**config.mk**
```make
export PLATFORM = sky130hd
export DESIGN_NAME = kpd_irq_ctrl
export DESIGN_NICKNAME = d
export VERILOG_FILES = /design/src/rtl/kpd_pkg.sv /design/src/rtl/kpd_key_track.sv /design/src/rtl/kpd_irq_latch.sv /design/src/rtl/kpd_regfile.sv /design/src/rtl/kpd_irq_ctrl.sv
export SDC_FILE = /design/constraint.sdc
export NUM_CORES = 1
export LEC_CHECK = 0
export ABC_AREA = 1
export BUFFER_PORTS_ARGS = -buffer_cell sky130_fd_sc_hd__clkbuf_2
export CAP_MARGIN = 20
export CORE_AREA = 2 2 89 91
export DETAILED_ROUTE_END_ITERATION = 6
export DIE_AREA = 0 0 91 93
export MAX_ROUTING_LAYER = met4
export SYNTH_ARGS = -nofsm -noshare
export SYNTH_HDL_FRONTEND = slang
export SYNTH_HIERARCHICAL = 1
export SYNTH_SLANG_ARGS = --single-unit
export TNS_END_PERCENT = 10
```
**constraint.sdc**
```tcl
create_clock -name clk -period 4.5 [get_ports clk]
set_input_delay 1.125 -clock clk [delete_from_list [all_inputs] [get_ports clk]]
set_output_delay 1.125 -clock clk [all_outputs]
set_load 0.02 [all_outputs]
```
**src/rtl/kpd_pkg.sv**
```systemverilog
package kpd_pkg;
   localparam int REG_W    = 16;
   localparam int IRQ_BIT  = 15;
   localparam int SCAN_BIT = 14;
   localparam int DEB_LSB  = 11;
   localparam int DEB_W    = 3;
   localparam int MODE_LSB = 14;
   localparam int MODE_W   = 2;

   typedef enum logic [1:0] {
      SEL_DATA = 2'd0,
      SEL_CTRL = 2'd1,
      SEL_MASK = 2'd2,
      SEL_MODE = 2'd3
   } kpd_sel_e;
endpackage

```
**src/rtl/kpd_key_track.sv**
```systemverilog
module kpd_key_track #(
   parameter int NUM_KEYS = 16,
   parameter int IDX_W    = 4,
   parameter bit MASK_EN  = 1'b1
) (
   input  logic                clk,
   input  logic                rst_n,
   input  logic                evt_vld,
   input  logic [IDX_W-1:0]    evt_idx,
   input  logic                evt_down,
   input  logic [NUM_KEYS-1:0] mask,
   output logic [NUM_KEYS-1:0] bitmap_nxt,
   output logic                any_live,
   output logic                any_down
);
   logic [NUM_KEYS-1:0] bitmap_q;
   logic [NUM_KEYS-1:0] live;

   for (genvar g = 0; g < NUM_KEYS; g++) begin : g_key
      assign bitmap_nxt[g] = (evt_vld && (evt_idx == IDX_W'(g))) ? evt_down : bitmap_q[g];
   end

   if (MASK_EN) begin : g_masked
      assign live = bitmap_nxt & ~mask;
   end else begin : g_unmasked
      logic unused_mask;
      assign unused_mask = ^mask;
      assign live = bitmap_nxt;
   end

   assign any_live = |live;
   assign any_down = |bitmap_nxt;

   always_ff @(posedge clk) begin
      if (!rst_n) bitmap_q <= '0;
      else        bitmap_q <= bitmap_nxt;
   end
endmodule

```
**src/rtl/kpd_irq_latch.sv**
```systemverilog
module kpd_irq_latch (
   input  logic clk,
   input  logic rst_n,
   input  logic evt_vld,
   input  logic evt_down,
   input  logic any_live,
   input  logic auto_rel,
   input  logic ack,
   output logic irq_evt,
   output logic irq_q
);
   always_comb begin
      irq_evt = irq_q;
      if (evt_vld && evt_down && any_live)      irq_evt = 1'b1;
      else if (evt_vld && !any_live && auto_rel) irq_evt = 1'b0;
   end

   always_ff @(posedge clk) begin
      if (!rst_n) irq_q <= 1'b0;
      else        irq_q <= irq_evt & ~ack;
   end
endmodule

```
**src/rtl/kpd_regfile.sv**
```systemverilog
module kpd_regfile
   import kpd_pkg::*;
#(
   parameter int NUM_KEYS = 16
) (
   input  logic                clk,
   input  logic                rst_n,
   input  logic                rd,
   input  logic                wr,
   input  logic [1:0]          sel,
   input  logic [REG_W-1:0]    wdata,
   input  logic [NUM_KEYS-1:0] bitmap_nxt,
   input  logic                any_down,
   input  logic                irq_evt,
   output logic [NUM_KEYS-1:0] mask_q,
   output logic [MODE_W-1:0]   mode_q,
   output logic                ack,
   output logic [REG_W-1:0]    rdata
);
   logic             scan_q;
   logic [DEB_W-1:0] deb_q;
   logic [REG_W-1:0] ctrl_rd;

   always_ff @(posedge clk) begin
      if (!rst_n) begin
         scan_q <= 1'b1;
         deb_q  <= '0;
         mask_q <= '0;
         mode_q <= 2'b11;
      end else if (wr) begin
         case (kpd_sel_e'(sel))
            SEL_CTRL: begin
               scan_q <= wdata[SCAN_BIT];
               deb_q  <= wdata[DEB_LSB +: DEB_W];
            end
            SEL_MASK: mask_q <= wdata[NUM_KEYS-1:0];
            SEL_MODE: mode_q <= wdata[MODE_LSB +: MODE_W];
            default:  ;
         endcase
      end
   end

   always_comb begin
      ctrl_rd                     = '0;
      ctrl_rd[IRQ_BIT]            = irq_evt;
      ctrl_rd[SCAN_BIT]           = scan_q | ~any_down;
      ctrl_rd[DEB_LSB +: DEB_W]   = deb_q;
   end

   always_comb begin
      rdata = '0;
      if (rd) begin
         case (kpd_sel_e'(sel))
            SEL_DATA: rdata = REG_W'(bitmap_nxt);
            SEL_CTRL: rdata = ctrl_rd;
            SEL_MASK: rdata = REG_W'(mask_q);
            SEL_MODE: rdata[MODE_LSB +: MODE_W] = mode_q;
            default:  rdata = '0;
         endcase
      end
   end

   assign ack = (rd && (kpd_sel_e'(sel) == SEL_DATA) && mode_q[1]) ||
                (wr && (kpd_sel_e'(sel) == SEL_CTRL) && wdata[SCAN_BIT]);
endmodule

```
**src/rtl/kpd_irq_ctrl.sv**
```systemverilog
module kpd_irq_ctrl
   import kpd_pkg::*;
#(
   parameter int NUM_KEYS = 16,
   parameter bit MASK_EN  = 1'b1,
   localparam int IDX_W   = (NUM_KEYS > 1) ? $clog2(NUM_KEYS) : 1
) (
   input  logic             clk,
   input  logic             rst_n,
   input  logic             key_evt_vld,
   input  logic [IDX_W-1:0] key_evt_idx,
   input  logic             key_evt_down,
   input  logic             reg_rd,
   input  logic             reg_wr,
   input  logic [1:0]       reg_sel,
   input  logic [REG_W-1:0] reg_wdata,
   output logic [REG_W-1:0] reg_rdata,
   output logic             kpd_irq_n
);
   if (NUM_KEYS < 1 || NUM_KEYS > REG_W) begin : g_bad_keys
      $error("NUM_KEYS must lie in 1..REG_W");
   end

   logic [NUM_KEYS-1:0] bitmap_nxt;
   logic [NUM_KEYS-1:0] mask_q;
   logic [MODE_W-1:0]   mode_q;
   logic                any_live, any_down, irq_evt, irq_q, ack;

   kpd_key_track #(.NUM_KEYS(NUM_KEYS), .IDX_W(IDX_W), .MASK_EN(MASK_EN)) u_track (
      .clk(clk), .rst_n(rst_n),
      .evt_vld(key_evt_vld), .evt_idx(key_evt_idx), .evt_down(key_evt_down),
      .mask(mask_q), .bitmap_nxt(bitmap_nxt), .any_live(any_live), .any_down(any_down)
   );

   kpd_irq_latch u_latch (
      .clk(clk), .rst_n(rst_n),
      .evt_vld(key_evt_vld), .evt_down(key_evt_down),
      .any_live(any_live), .auto_rel(~mode_q[0]), .ack(ack),
      .irq_evt(irq_evt), .irq_q(irq_q)
   );

   kpd_regfile #(.NUM_KEYS(NUM_KEYS)) u_regs (
      .clk(clk), .rst_n(rst_n),
      .rd(reg_rd), .wr(reg_wr), .sel(reg_sel), .wdata(reg_wdata),
      .bitmap_nxt(bitmap_nxt), .any_down(any_down), .irq_evt(irq_evt),
      .mask_q(mask_q), .mode_q(mode_q), .ack(ack), .rdata(reg_rdata)
   );

   assign kpd_irq_n = ~irq_q;
endmodule

```
==> impl_metrics.toml, run 1 <==
[status]
run_status = "completed"

[yosys]
synth_area_leaders = "dfxtp_1 31%, nand2_1 20%, inv_1 11%"
post_synth_inst_count = 436
syn_area_per_cell_sq_um = 5.814
netlist_top_cells_count = "136 x nand2_1, 73 x inv_1, 72 x nor2_1, 43 x nand3_1, 39 x dfxtp_1"
post-synth-top-area-cell = "dfxtp_1"
synth_seq_cells = 39
dominantRegCellSynth = "dfxtp_1"
syn-cell-area_sq_mm = 0.002535
synth_sequential_area_ratio_pct = 30.80
yosysMostFrequentCell = "nand2_1"
synth_cell_type_count = 26
post-synth-top-area-fraction_pct = 30.80
yosys_warnings = 6
asyncSetResetFlopFracSynth_pct = 0
synth_enable_flop_cells = 0
mappedNetlistNets = 464

[critical_path]
rrSetupSlack_ns = 3.37
worstSetupStartpoint = "key_evt_down"
kind_of_start_point_of_the_critical_path = "input pin"
timing.critical_path.required_ns = 3.38
crit_type = "in -> out"
setup.worst_path.end = "reg_rdata[15]"
kind_of_end_point_of_the_critical_path = "output pin"
arrival_ns = 2.98
crit_fanout = 17
critical_path.reg2reg.startpoint = "u_track/bitmap_q[5]"
timing.rr.end = "u_latch/irq_q"
rr_worst_depth = 9

[clock_network]
htree_num_levels = 2
tritoncts.num_buffers = 5
number_of_sinks_handled_by_clock_tree_synthesis = 39
cts.root.buffer_cell = "clkbuf_8"
ctsHoldBuffers = 0
cts_tree = "yes"
post_cts_resize_count = 0
cts.repair_timing.setup_buffer_count = 0
clk_pin_slew_worst_paths_ns = 0.09
max-clock-path-buffers = 2
worst_skew_pair.late_latency_ns = 0.30

[global_routing]
antenna_found_initial = 0
number_of_global_route_vias_before_repair = 2356
largest_net_degree_at_the_start_of_global_routing = 33
grtUsageTotal_pct = 16.83
grt-ovfl-total = 0
first_pass_grt_wire_length_mm = 11.12

[timing]
max-slew-margin-rel_pct = 59.09
setup_viol = 0
timing.clock.skew_ns = 0.01134
final.min_clock_period_ns = 4.110
final-max-slew-violation-count = 0
share_of_the_clock_period_used_by_the_worst_path_pct = 91.32
worst_slew_pin_slew_ns = 0.6130
final.setup.tns_ns = 0
final_count_of_hold_timing_violations = 0
rsz0062_at_grt = "false"
max_clk_rate_ghz = 0.2433

[hold_path]
worst_hold_path_type = "reg -> reg"

[pwr]
static-leakage-power_nw = 1.561
worst_ir_drop_vdd_v = 0.0001023
power.density_cell_area_mw_per_mm2 = 265.7
finalPower_mw = 0.7669

[layout]
post_route_cells_drive_above_1_share_pct = 15.58
layout-area-overhead-vs-synth_pct = 13.87
antenna_cells_inserted = 0
fillerInstances = 870
nets = 502
multiInputGateArea_sq_mm = 0.001358
final-seq-area_sq_um = 780.7

[routing]
detail_route.vias_per_cell = 4.582
drt_pre_antenna_iters = 4
drc = 0
dr_total_vias = 2644
average_wire_length_per_cell_after_detail_routing_um = 11.72
drt_first_iter_violations = 138
route.final.wire_length_mm = 6.763
antenna_left = 0

[floorplanning]
chipWidth_um = 91
design.core.area_sq_mm = 0.007527
die-area_sq_mm = 0.008463
starting_density_pct = 33.68
fp.dieH_um = 93
io_pins = 45
rows = 32

[place]
post-dp-hpwl_mm = 5.055
placement.io_buffers = 44
place.gp.congestion = 0.9081

[run]
maxCapViolations = 0
-- cell type report --
type / instances / share of cell area [%]
multi-input cells: 303 / 47.03
repair buffers: 44 / 7.629
flip-flops and latches: 39 / 27.05
well taps: 102 / 4.421
inverters: 81 / 10.62
clock buffers: 5 / 2.384
clock inverters: 3 / 0.8669
-- logic make-up (layout without fill, tap and decap cells) --
kind of cell           count (synthesis)  after routing  share of synthesized area [%]
AND/OR/NAND/NOR                      284            284                          49.46
AO/OA/AOI/OAI                         19             19                          4.097
buffers and inverters                 94            133                          15.65
flip-flops                            39             39                          30.80
-- worst min-delay path by stage --
| stage | startpoint | end | slack (ns) | depth (start not counted) |
|---|---|---|---|---|
| 6_report | u_regs/scan_q | u_regs/scan_q | 0.46 | 2 |
| 5_1_grt | u_regs/scan_q | u_regs/scan_q | 0.50 | 2 |
| 4_1_cts | u_regs/scan_q | u_regs/scan_q | 0.47 | 2 |
| 3_5_place_dp | u_regs/scan_q | u_regs/scan_q | 0.45 | 2 |
| 3_3_place_gp | u_regs/scan_q | u_regs/scan_q | 0.44 | 2 |
| 2_1_floorplan | u_regs/scan_q | u_regs/scan_q | 0.43 | 2 |
-- per-layer routing --
metal  global-route usage (%)  wire length (um)  vias up
met2                    26.91              3021       60
met5                        -                 0        -
met1                    21.64              3304     1182
met4                    5.808               140        0
li1                         -                 -     1394
met3                    2.901               297        8
-- critical path, stage by stage --
cell and delay [ns]:
clkbuf_2 0.14, clkinv_1 0.41, nand3_1 0.28, nand3_1 0.09, nand2_1 0.10, nor2_1 0.05
nand2_1 0.06, inv_1 0.04, nand2_1 0.10, nand2_2 0.07, nand2_1 0.06, nand3_1 0.08
nand2_1 0.08, nor2_1 0.04, nor2_1 0.09, clkbuf_2 0.18
-- placed cells by master, fill, tap and decap left out, types with 2 or more instances in the layout --
| master | count |
|---|---|
| nand2_2 | 3 |
| nand4_1 | 8 |
| dfxtp_1 | 39 |
| nor2_1 | 72 |
| clkbuf_2 | 44 |
| inv_2 | 4 |
| nand2_1 | 136 |
| inv_1 | 73 |
| nor2_2 | 5 |
| clkbuf_8 | 5 |
| and2_4 | 2 |
| clkinv_1 | 3 |
| clkinv_4 | 2 |
| nand3_1 | 43 |
| a21oi_1 | 12 |
| and2_1 | 2 |
| o21ai_1 | 2 |
| nor2_4 | 3 |
| o21bai_1 | 2 |
| nand3b_1 | 7 |
| o21ai_0 | 2 |
-- state kept, by name, summed over array words and instances, names as in the netlist --
name and flops:
u_regs/mask_q 16, u_track/bitmap_q 16, u_regs/deb_q 3, u_regs/mode_q 2
u_latch/irq_q 1, u_regs/scan_q 1
-- report_power, final --
| group | switching [mW] | leakage (nW) | internal (mW) | total (mW) |
|---|---|---|---|---|
| Combinational | 0.0999 | 1.20 | 0.0476 | 0.148 |
| Sequential | 0.00995 | 0.318 | 0.359 | 0.369 |
| Clock | 0.139 | 0.0443 | 0.111 | 0.250 |
| Total | 0.249 | 1.56 | 0.518 | 0.767 |
-- metrics by stage --
step	hold slack, ns	cell area (sq um)	setup slack, ns	util (%)	std cells
floorplan	0.4289	2535	0.9208	-	436
global placement	0.4406	2793	0.4584	37.10	569
detailed placement	0.4455	2793	0.4325	37.10	569
CTS	0.4674	2887	0.4152	38.35	577
global route	0.4994	2887	0.1489	38.35	577
finish	0.4647	2887	0.3904	38.35	577
Power figures use the tool's default switching activity.
==> run 2: changes to the inputs <==
Settings changed: ABC_AREA 1 to default, CAP_MARGIN 20 to default, CORE_AREA 2 2 89 91 to 2 2 86 88, CTS_CLUSTER_SIZE from default to 24, DIE_AREA 0 0 91 93 to 0 0 88 90.
==> run 2 against run 1 <==
Effect of this change: utilization grew 4.6 points; sequential share of layout area shrank 1.1 points; worst hold slack better by 0.0048 ns; highest routed layer unchanged; cell area increased by 4.4%; critical path type unchanged; via count shrank 17%; clock power grew 40%.
==> impl_metrics.toml, run 2 <==
[place]
placement.io_buffers = 44
dp_worst_setup_slack_ns = 0.01817
post-dp-hpwl_mm = 4.499
place.gp.congestion = 0.8613

[critical_path]
critPathTopFamily = "simple AND/OR/NAND/NOR gates"
crit_fanout = 7
kind_of_start_point_of_the_critical_path = "input pin"
critPathSlowestCell = "or4_1"
timing.critical_path.required_ns = 3.38
kind_of_end_point_of_the_critical_path = "output pin"
critical_path_depth = 9
crit_path_max_incr_delay_ns = 0.54
crit_path_cell_trace = "clkbuf_2 > nand2b_2 > nor2_2 > mux2i_2 > nand4_1 > or4_1 > and3b_1 > o32ai_2 > buf_4"
rr_worst_depth = 7
crit_buf_inv = 2
crit_type = "in -> out"
arrival_ns = 3.29

[pwr]
worst_ir_drop_vdd_v = 0.0001480
flop_pwr_share_pct = 43.2
clock_power_share_pct = 41.5
power_switching_mw = 0.2063
internal_power_mw = 0.6344
comb_power_share_pct = 15.4
static-leakage-power_nw = 1.382
power.density_cell_area_mw_per_mm2 = 279.0
switching_share_pct = 24.54
finalPower_mw = 0.8407

[routing]
route.final.wire_length_mm = 6.108
dr_total_vias = 2189
drc = 0
antenna_left = 0
detail_route.vias_per_cell = 4.897
average_wire_length_per_cell_after_detail_routing_um = 13.66
drt_pre_antenna_iters = 4
drt_first_iter_violations = 142

[layout]
most-common-layout-cells = "42 x nand2_1, 41 x clkbuf_2, 41 x mux2i_1, 39 x dfxtp_1, 28 x buf_4"
antenna_cells_inserted = 0
fillerInstances = 721
layout-area-overhead-vs-synth_pct = 27.61
nets = 375
reg_top3 = "u_regs/mask_q x16, u_track/bitmap_q x16, u_regs/deb_q x3"
final_common_cell = "nand2_1"
post_route_cells_drive_above_1_share_pct = 30.17

[timing]
final.setup.tns_ns = 0
max_clk_rate_ghz = 0.2263
rsz0062_at_grt = "true"
timing.clock.skew_ns = 0.008672
final-max-slew-violation-count = 0
worst_hold_slack_ns = 0.4695
worst_slew_pin_slew_ns = 1.003
setup_viol = 0
final_critical_path_setup_slack_ns = 0.08152
share_of_the_clock_period_used_by_the_worst_path_pct = 98.19
final.min_clock_period_ns = 4.418
final_count_of_hold_timing_violations = 0
max-slew-margin-rel_pct = 33.14

[floorplanning]
die-area_sq_mm = 0.007920
rows = 31
fp.dieH_um = 90
design.core.area_sq_mm = 0.007020
io_pins = 45
starting_density_pct = 33.63
chipWidth_um = 88

[yosys]
post-synth-top-area-cell = "dfxtp_1"
synth_enable_flop_cells = 0
synth_cell_type_count = 37
synth_seq_cells = 39
yosysMostFrequentCell = "mux2i_1"
yosys_warnings = 6
asyncSetResetFlopFracSynth_pct = 0
syn_area_per_cell_sq_um = 8.141
synth_area_leaders = "dfxtp_1 33%, mux2i_1 19%, nand2_1 6.7%"
mappedNetlistNets = 318
dominantRegCellSynth = "dfxtp_1"
syn-cell-area_sq_mm = 0.002361
netlist_top_cells_count = "44 x mux2i_1, 42 x nand2_1, 39 x dfxtp_1, 24 x nor2_1"
post_synth_inst_count = 290
post-synth-top-area-fraction_pct = 33.07
synth_sequential_area_ratio_pct = 33.07

[clock_network]
cts_tree = "yes"
htree_num_levels = 2
tritoncts.num_buffers = 5
clk_pin_slew_worst_paths_ns = 0.08
cts.root.buffer_cell = "clkbuf_8"
max-clock-path-buffers = 2
worst_skew_pair.late_latency_ns = 0.29
number_of_sinks_handled_by_clock_tree_synthesis = 39

[global_routing]
grt-ovfl-total = 0
first_pass_grt_wire_length_mm = 9.708
largest_net_degree_at_the_start_of_global_routing = 58
number_of_global_route_vias_before_repair = 2002
grtUsageTotal_pct = 15.94
antenna_found_initial = 0

[status]
run_status = "completed"

[run]
maxCapViolations = 0

[hold_path]
hold-path-cell-count = 2
worst_hold_path_type = "reg -> reg"
==> run 2: cell count changes after synthesis, sizes merged, moves of 18 or more <==
cell   change
nand3     -42
nand2     -98
nor2      -57
nor2b     +18
mux2i     +44
inv       -60
==> run 2: routing by layer <==
layer	vias up	global-route usage (%)	wire [um]
met5	-	-	0
met3	10	3.214	282
li1	1111	-	-
met4	0	4.615	97
met2	50	22.85	2781
met1	1018	22.61	2946
==> run 2: power groups by stage <==
| stage | Clock, mW | Sequential [mW] | Combinational, mW |
|---|---|---|---|
| after CTS | 0.357 | 0.363 | 0.121 |
| after global routing | 0.371 | 0.364 | 0.142 |
| after detailed placement | 0 | 0.371 | 0.120 |
| after global placement | 0 | 0.370 | 0.120 |
| after floorplan | 0 | 0.367 | 0.0800 |
| final | 0.349 | 0.363 | 0.129 |
==> run 2: final timing paths <==
kind                                   startpoint         endpoint  slack [ns]
worst max-delay path               key_evt_idx[1]    reg_rdata[14]        0.08
worst min-delay path              u_regs/deb_q[0]  u_regs/deb_q[0]        0.47
worst max register to register  u_regs/mask_q[13]    u_latch/irq_q        2.83
worst min register to register    u_regs/deb_q[0]  u_regs/deb_q[0]        0.47
==> run 2: area by class of cell <==
class,instances,area [sq um],share of cell area (%)
clock inverter,3,67.56,2.243
sequential,39,780.7,25.91
inverter,18,67.56,2.243
timing repair buffer,69,415.4,13.79
clock buffer,5,68.82,2.284
tap,99,123.9,4.111
multi-input combinational,214,1489,49.42
==> run 2: cell families (layout without fill, tap and decap cells) <==
group | after synthesis | after routing | share of synthesized area [%]
buf+inv | 37 | 95 | 7.101
mux | 48 | 48 | 20.56
simple gates | 125 | 125 | 26.50
compound gates | 41 | 41 | 12.77
flops | 39 | 39 | 33.07
==> run 2: worst min-delay path: cells and delay by family, from the launching register on <==
kind	cells	cell delay [ns]
AND/OR/NAND/NOR	1	0.05
multiplexers	1	0.06
flip-flops	1	0.32
==> run 2: repair_timing <==
action                                  4_1_cts  5_1_grt
setup buffers                                 0        3
endpoints found under the setup margin        1        2
hold buffers                                  0        0
resized for setup                             2       27
pin swaps                                     0        4
==> run 2: stage by stage <==
step                      area, sq um  utilization [%]  std cells
after global placement           2778            39.57        436
final                            3013            42.92        447
after global routing             3013            42.92        447
after CTS                        2917            41.54        444
after floorplan                  2369                -        290
after detailed placement         2778            39.57        436
==> run 3: changes to the inputs <==
Settings changed: CTS_CLUSTER_DIAMETER from default to 40, RECOVER_POWER from default to 100.
==> run 3 against run 2 <==
Effect of this change: clock power about the same; largest power group unchanged; cell count unchanged; register-to-register slack about the same; the flow now finishes with violations (capacitance limit, slew limit).
==> impl_metrics.toml, run 3 (same netlist as run 2, synthesis figures left out) <==
[clock_network]
tritoncts.num_buffers = 5
ctsHoldBuffers = 0
cts.root.buffer_cell = "clkbuf_8"
cts_tree = "yes"
max-clock-path-buffers = 2
number_of_sinks_handled_by_clock_tree_synthesis = 39
htree_num_levels = 2
clk_pin_slew_worst_paths_ns = 0.08
worst_skew_pair.late_latency_ns = 0.29

[layout]
layout-area-overhead-vs-synth_pct = 26.97
final_common_cell = "nand2_1"
layout.core_utilization_pct = 42.70
most-common-layout-cells = "42 x nand2_1, 41 x mux2i_1, 39 x dfxtp_1, 29 x clkbuf_2, 28 x buf_4"
antenna_cells_inserted = 0
nets = 375
post_route_cells_drive_above_1_share_pct = 26.72
fillerInstances = 726
final_area_sq_mm = 0.002998
reg_top3 = "u_regs/mask_q x16, u_track/bitmap_q x16, u_regs/deb_q x3"

[routing]
drc = 0
drt_pre_antenna_iters = 4
route.final.wire_length_mm = 6.143
drt_first_iter_violations = 140
antenna_left = 0
average_wire_length_per_cell_after_detail_routing_um = 13.74
dr_total_vias = 2189
detail_route.vias_per_cell = 4.897

[place]
post-dp-hpwl_mm = 4.499
dp_worst_setup_slack_ns = 0.01817
place.gp.congestion = 0.8613
placement.io_buffers = 44
placed_standard_cell_area_sq_mm = 0.002778

[floorplanning]
fp.dieH_um = 90
io_pins = 45
rows = 31
starting_density_pct = 33.63
die-area_sq_mm = 0.007920
chipWidth_um = 88
design.core.area_sq_mm = 0.007020

[pwr]
worst_ir_drop_vdd_v = 0.0001488
power.density_cell_area_mw_per_mm2 = 280.9
static-leakage-power_nw = 1.340
switching_share_pct = 24.66
flop_pwr_share_pct = 43.1
power_switching_mw = 0.2077
internal_power_mw = 0.6343
comb_power_share_pct = 15.3
clock_power_share_pct = 41.6

[global_routing]
number_of_global_route_vias_before_repair = 2002
grtUsageTotal_pct = 15.94
antenna_found_initial = 0
first_pass_grt_wire_length_mm = 9.708
largest_net_degree_at_the_start_of_global_routing = 58
grt-ovfl-total = 0

[critical_path]
kind_of_start_point_of_the_critical_path = "input pin"
kind_of_end_point_of_the_critical_path = "output pin"
arrival_ns = 3.30
crit_type = "in -> out"
crit_fanout = 7
timing.critical_path.required_ns = 3.38

[timing]
max_clk_rate_ghz = 0.2259
share_of_the_clock_period_used_by_the_worst_path_pct = 98.38
setup_viol = 0
final_critical_path_setup_slack_ns = 0.07281
worst_slew_pin_slew_ns = 2.134
final-max-slew-violation-count = 58
timing.clock.skew_ns = 0.008993
rsz0062_at_grt = "true"
worst_hold_slack_ns = 0.4708
final_count_of_hold_timing_violations = 0
max-slew-margin-rel_pct = -42.25
final.setup.tns_ns = 0
final.min_clock_period_ns = 4.427

[hold_path]
worst_hold_path_type = "reg -> reg"

[status]
violations_in_the_final_reports = "capacitance limit, slew limit"
run_status = "finished with violations"

[run]
maxCapViolations = 1
-- run 3: per-stage QoR --
| step | total power, mW | instances |
|---|---|---|
| final | 0.8420 | 447 |
| after global routing | 0.8772 | 447 |
| after CTS | 0.8405 | 444 |
| after detailed placement | 0.4912 | 436 |
| after global placement | 0.4902 | 436 |
| after floorplan | 0.4473 | 290 |
-- run 3: power groups by stage --
stage                     Combinational (mW)  Sequential [mW]  Clock (mW)
after floorplan                       0.0800            0.367           0
after global placement                 0.120            0.370           0
after detailed placement               0.120            0.371           0
after CTS                              0.121            0.363       0.357
after global routing                   0.142            0.364       0.371
final                                  0.129            0.363       0.350
-- run 3: worst paths after layout --
path | from | end | slack [ns] | cells after the start
hold / removal | u_regs/deb_q[0] | u_regs/deb_q[0] | 0.47 | 2
setup / recovery | key_evt_idx[1] | reg_rdata[14] | 0.07 | 9
setup reg to reg | u_regs/mask_q[13] | u_latch/irq_q | 2.82 | 7
hold reg to reg | u_regs/deb_q[0] | u_regs/deb_q[0] | 0.47 | 2
-- run 3: critical path, stage by stage --
cell	delay [ns]
clkbuf_2	0.14
nand2b_2	0.27
nor2_2	0.16
mux2i_2	0.30
nand4_1	0.13
or4_1	0.54
and3b_1	0.21
o32ai_2	0.24
buf_4	0.18
-- run 3: layout make-up --
class,instances,area (sq um),share of cell area [%]
Multi-Input combinational cell,214,1489,49.67
Inverter,18,67.56,2.254
Sequential cell,39,780.7,26.04
Timing Repair Buffer,69,400.4,13.36
Tap cell,99,123.9,4.132
Clock buffer,5,68.82,2.295
Clock inverter,3,67.56,2.254
-- run 3: timing repair --
action,4_1_cts,5_1_grt
endpoints found under the setup margin,1,2
gates resized for setup,2,27
setup buffers,0,3
pin swaps,0,4
-- run 3: routing by layer --
layer	vias to the layer above	routed length (um)	track usage [%]	part of all wire [%]
met5	-	0	-	0
met4	0	85	4.615	1.4
met3	9	232	3.214	3.8
met2	44	2797	22.85	46
met1	1025	3027	22.61	49
li1	1111	-	-	-
